<file path="config.mk">
export PLATFORM = sky130hd
export DESIGN_NAME = pixel_unpacker
export DESIGN_NICKNAME = d
export VERILOG_FILES = /design/src/rtl/pxu_pkg.sv /design/src/rtl/pxu_phase.sv /design/src/rtl/pxu_word.sv /design/src/rtl/pxu_select.sv /design/src/rtl/pixel_unpacker.sv
export SDC_FILE = /design/constraint.sdc
export NUM_CORES = 1
export LEC_CHECK = 0
export BUFFER_PORTS_ARGS = -buffer_cell sky130_fd_sc_hd__buf_2
export CORE_UTILIZATION = 50
export DETAILED_ROUTE_END_ITERATION = 16
export PLACE_DENSITY = 0.85
export SKIP_LAST_GASP = 1
export SLEW_MARGIN = 20
export SYNTH_ARGS = -nofsm -noshare
export SYNTH_HDL_FRONTEND = slang
export SYNTH_HIERARCHICAL = 1
export SYNTH_SLANG_ARGS = --single-unit
</file>
<file path="constraint.sdc">
create_clock -name clk -period 1.6 [get_ports clk]
set_input_delay 0.16 -clock clk [delete_from_list [all_inputs] [get_ports clk]]
set_output_delay 0.16 -clock clk [all_outputs]
set_load 0.005 [all_outputs]
</file>
<file path="src/rtl/pxu_pkg.sv">
package pxu_pkg;
  localparam int DEF_CH_W = 2;
  localparam int DEF_PIX_PER_WORD = 3;
  localparam int CHANNELS = 3;

  function automatic int phase_width(input int n);
    return (n > 1) ? $clog2(n) : 1;
  endfunction
endpackage

</file>
<file path="src/rtl/pxu_phase.sv">
module pxu_phase #(
  parameter int PPW = 3,
  parameter int PW  = 2
) (
  input  logic          clk,
  input  logic          rst_n,
  input  logic          advance,
  input  logic          restart,
  output logic [PW-1:0] phase,
  output logic          last
);
  logic [PW-1:0] ph_q, ph_d;

  assign last  = (ph_q == PW'(PPW - 1));
  assign phase = ph_q;

  always_comb begin
    ph_d = ph_q;
    if (restart)      ph_d = '0;
    else if (advance) ph_d = last ? '0 : ph_q + 1'b1;
  end

  always_ff @(posedge clk or negedge rst_n) begin
    if (!rst_n) ph_q <= '0;
    else        ph_q <= ph_d;
  end
endmodule

</file>
<file path="src/rtl/pxu_word.sv">
module pxu_word #(
  parameter int WW = 18
) (
  input  logic          clk,
  input  logic          rst_n,
  input  logic          load,
  input  logic          consume,
  input  logic [WW-1:0] din,
  output logic [WW-1:0] word,
  output logic          have
);
  logic [WW-1:0] word_q;
  logic          have_q, have_d;

  always_comb begin
    have_d = have_q;
    if (load)         have_d = 1'b1;
    else if (consume) have_d = 1'b0;
  end

  always_ff @(posedge clk or negedge rst_n) begin
    if (!rst_n) have_q <= 1'b0;
    else        have_q <= have_d;
  end

  always_ff @(posedge clk or negedge rst_n) begin
    if (!rst_n)    word_q <= '0;
    else if (load) word_q <= din;
  end

  assign word = word_q;
  assign have = have_q;
endmodule

</file>
<file path="src/rtl/pxu_select.sv">
module pxu_select #(
  parameter int CH_W = 2,
  parameter int PPW  = 3,
  parameter int PW   = 2,
  localparam int PIX_W = pxu_pkg::CHANNELS * CH_W,
  localparam int WW    = PIX_W * PPW
) (
  input  logic [WW-1:0]   word,
  input  logic [PW-1:0]   phase,
  input  logic            show,
  output logic [CH_W-1:0] red,
  output logic [CH_W-1:0] grn,
  output logic [CH_W-1:0] blu
);
  logic [PIX_W-1:0] slot [PPW];
  logic [PIX_W-1:0] pix;

  for (genvar g = 0; g < PPW; g++) begin : g_slot
    assign slot[g] = word[g*PIX_W +: PIX_W];
  end

  always_comb begin
    pix = '0;
    for (int i = 0; i < PPW; i++)
      if (phase == PW'(i)) pix = slot[i];
    if (!show) pix = '0;
  end

  assign red = pix[3*CH_W-1 -: CH_W];
  assign grn = pix[2*CH_W-1 -: CH_W];
  assign blu = pix[CH_W-1:0];
endmodule

</file>
<file path="src/rtl/pixel_unpacker.sv">
module pixel_unpacker #(
  parameter int CH_W = pxu_pkg::DEF_CH_W,
  parameter int PPW  = pxu_pkg::DEF_PIX_PER_WORD,
  localparam int PIX_W = pxu_pkg::CHANNELS * CH_W,
  localparam int WW    = PIX_W * PPW,
  localparam int PW    = pxu_pkg::phase_width(PPW)
) (
  input  logic            clk,
  input  logic            rst_n,
  input  logic            frame_start,
  input  logic            active,
  input  logic [WW-1:0]   fifo_data,
  input  logic            fifo_empty,
  output logic            fifo_rd,
  output logic [CH_W-1:0] red,
  output logic [CH_W-1:0] grn,
  output logic [CH_W-1:0] blu,
  output logic            underrun
);
  logic [WW-1:0] word;
  logic [PW-1:0] phase;
  logic          have, last, show, consume, need;
  logic          ur_q, ur_d;

  assign show    = active & have;
  assign consume = show & last;
  assign need    = ~have | consume;
  assign fifo_rd = need & ~fifo_empty;

  pxu_phase #(.PPW(PPW), .PW(PW)) u_phase (
    .clk(clk), .rst_n(rst_n), .advance(show), .restart(frame_start),
    .phase(phase), .last(last)
  );

  pxu_word #(.WW(WW)) u_word (
    .clk(clk), .rst_n(rst_n), .load(fifo_rd), .consume(consume),
    .din(fifo_data), .word(word), .have(have)
  );

  pxu_select #(.CH_W(CH_W), .PPW(PPW), .PW(PW)) u_sel (
    .word(word), .phase(phase), .show(show),
    .red(red), .grn(grn), .blu(blu)
  );

  always_comb ur_d = ur_q | (active & ~have);

  always_ff @(posedge clk or negedge rst_n) begin
    if (!rst_n) ur_q <= 1'b0;
    else        ur_q <= ur_d;
  end

  assign underrun = ur_q;
endmodule

</file>
==> results by group <==
Floorplanning
  • Total core area: 0.00202 mm²
  • Die Wd: 49.3 µm
  • Initial core utilization: 55.3%
  • # rows: 16
  • I/O Pins: 31
  • Die H: 49.3 µm
  • Die Area: 0.00243 mm²

Timing
  • Clk_skew: 0.00487 ns
  • Relative slew margins: 68.0%
  • Tmin final: 1.60 ns
  • Final slew viol count: 0
  • Setup TNS: 0 ns
  • Hold Violations, Final: 0
  • Setup WS post-layout: 0.00251 ns
  • Max Clock Freq: 0.626 GHz
  • RSZ-0062 raised after global routing: yes
  • Slew at the pin closest to its max-slew limit: 0.480 ns
  • Period utilisation layout: 99.8%
  • Setup-failing EPs final: 0

Drt
  • 1st-pass router iterations: 2
  • DRC violation count after routing: 0
  • Via count: 748
  • Routed len/inst: 14.1 µm
  • Vias per cell: 4.99
  • Routed WL: 2.12 mm
  • First DRT Iteration DRCs: 2
  • Final ANT Viol Nets: 0

Worst setup path
  • CP endpoint kind: flop
  • Crit path kind: flop to flop
  • CP startpoint: u_phase/phase[0]$_DFFE_PN0P_
  • Required @ worst endpoint: 1.79 ns
  • Reg2Reg Launch Point: u_phase/phase[0]$_DFFE_PN0P_
  • Max FO, Critical Path: 6
  • Worst EP arrival: 1.79 ns
  • R2R cell count: 6
  • CP Launch Type: flop

Place
  • Pre-CTS WS: 0.155 ns
  • Port Buffer Count: 30
  • Placed cell count: 140
  • Final RePlAce weighted congestion: 0.719

Layout
  • Diode count: 0
  • Share of cells above drive strength 1: 52.0%
  • Non-filler cells, final: 150
  • Area grow syn2layout: 24.0%
  • Commonest non-fill, non-tap cell in the layout: buf_2
  • Filler cell count: 163
  • Register area: 551 µm²
  • Layout net count: 147
  • Multi-input logic area: 498 µm²
  • Commonest non-fill, non-tap cells in the layout: buf_2, dfrtp_1, mux2_4, mux2_2, nand3b_1

Worst hold path
  • Worst hold path depth: 2
  • Hold_sp: fifo_data[14]
  • Hold Crit Class: input pin to flop

Synthesis
  • YS warnings: 6
  • Cell Area, Synth: 0.00112 mm²
  • Synth Instances: 83
  • Post-Syn Area per Cell: 13.5 µm²
  • Sequential-to-total area share from yosys stat: 49.3%
  • Post-synthesis register bit count: 22
  • Syn nets: 106
  • Netlist cell types: 21

Clock tree
  • Clock root buffer: clkbuf_4
  • Clk slew on worst S/H paths: 0.12 ns
  • TritonCTS clock tree: built
  • Insertion delay to the later sink of the worst-skew pair: 0.30 ns
  • Clock Sinks: 22
  • H-tree Lvls: 1
  • Num CTS Buffers: 3
  • Max Root-Sink Buffers: 2

Power and ir drop
  • Tot Pwr: 2.23 mW
  • Peak VDD IR: 0.954 mV
  • Pwr per Cell Area: 1610 mW/mm²
  • Lkg Pwr: 0.648 nW

Global routing
  • Number of global-route vias before repair: 743
  • GR Overflow Total: 0
  • Global-route wire length before repair: 3.37 mm
  • Total GRT Usage: 18.8%
  • Antenna violations before repair: 0
  • Largest net degree at the start of global routing: 23

Outcome
  • Status: finished clean

Flow run
  • Max-Cap Viols: 0
==> logic make-up after synthesis <==
logic type             after synthesis  synth area share (%)
buffers and inverters                6                  6.16
AND/OR/NAND/NOR                     20                  12.2
flip-flops                          22                  49.3
AO/OA/AOI/OAI                       11                  5.82
multiplexers                        24                  26.5
==> flip-flops by register name (all words and copies together) (netlist names) <==
signal,flops
u_phase/phase,2
u_word/have,1
u_word/word,18
underrun,1
==> through the flow <==
step	utilization, %	hold WS, ns	cell area, µm²
2_1_floorplan	-	-0.136	1120
3_3_place_gp	63.4	0.134	1280
3_5_place_dp	63.4	0.154	1280
4_1_cts	65.9	0.00698	1330
5_1_grt	68.5	0.0581	1390
6_report	68.5	0.0784	1390
==> metal layers <==
metal,share of wire (%),GRT usage (%),up-vias
li1,-,-,372
met1,43,21.6,350
met2,52,32.2,24
met3,4.7,4.67,2
met4,0.99,9.31,0
met5,0,0,-
==> area by class of cell <==
cell class              instances  share of cell area [%]
clock buffers                   4                    2.62
inverters                       2                   0.542
multi-input cells              55                    36.0
flip-flops and latches         22                    39.7
well taps                      27                    2.44
repair buffers                 40                    18.7
==> power breakdown <==
| part | switching [mW] | leakage, nW | internal (mW) |
|---|---|---|---|
| logic | 0.335 | 0.369 | 0.626 |
| registers | 0.153 | 0.258 | 0.814 |
| clock network | 0.162 | 0.0210 | 0.139 |
| total | 0.651 | 0.648 | 1.58 |
==> synthesized netlist by cell type <==
| master | instances | share of area, % |
|---|---|---|
| mux2_4 | 9 | 12 |
| or3b_1 | 1 | 0.78 |
| buf_12 | 1 | 1.8 |
| and2_2 | 1 | 0.67 |
| and3_2 | 1 | 0.67 |
| bufbuf_8 | 1 | 1.7 |
| inv_1 | 2 | 0.67 |
| a21oi_1 | 2 | 0.90 |
| buf_6 | 2 | 2.0 |
| a21o_1 | 1 | 0.67 |
| mux2_2 | 9 | 9.1 |
| nor2b_1 | 1 | 0.56 |
| nand3b_1 | 7 | 4.7 |
| mux2i_1 | 6 | 5.4 |
| dfrtp_1 | 22 | 49 |
| o21ai_1 | 6 | 2.7 |
| nand2_1 | 1 | 0.34 |
| a21oi_2 | 1 | 0.78 |
| and2_1 | 6 | 3.4 |
| a21o_2 | 1 | 0.78 |
| nand2b_1 | 2 | 1.1 |
==> worst max-delay path, stage by stage, from the launching register on <==
cell	delay [ns]
dfrtp_1	0.41
nor2b_1	0.13
nand2_1	0.08
a21oi_2	0.22
buf_4	0.15
buf_4	0.15
mux2_2	0.35
==> path summary, 6_finish.rpt <==
kind | end | slack (ns)
max | u_word/word[17]$_DFFE_PN0P_ | 0.003
min | u_word/word[14]$_DFFE_PN0P_ | 0.08
max reg2reg | u_word/word[17]$_DFFE_PN0P_ | 0.003
min reg2reg | underrun$_DFF_PN0_ | 0.49
max in group asynchronous | u_word/word[8]$_DFFE_PN0P_ | 0.94
min in group asynchronous | u_word/word[12]$_DFFE_PN0P_ | 0.33
==> repair_timing <==
item | CTS | global route
hold endpoints to repair | 22 | 2
pin swaps | 1 | 1
resized for setup | 1 | 0
setup endpoints to repair | 6 | 7
cloned | 0 | 0
buffers inserted | 0 | 4
hold buffers | 1 | 1
No activity file was read; power rests on OpenSTA's default activity.
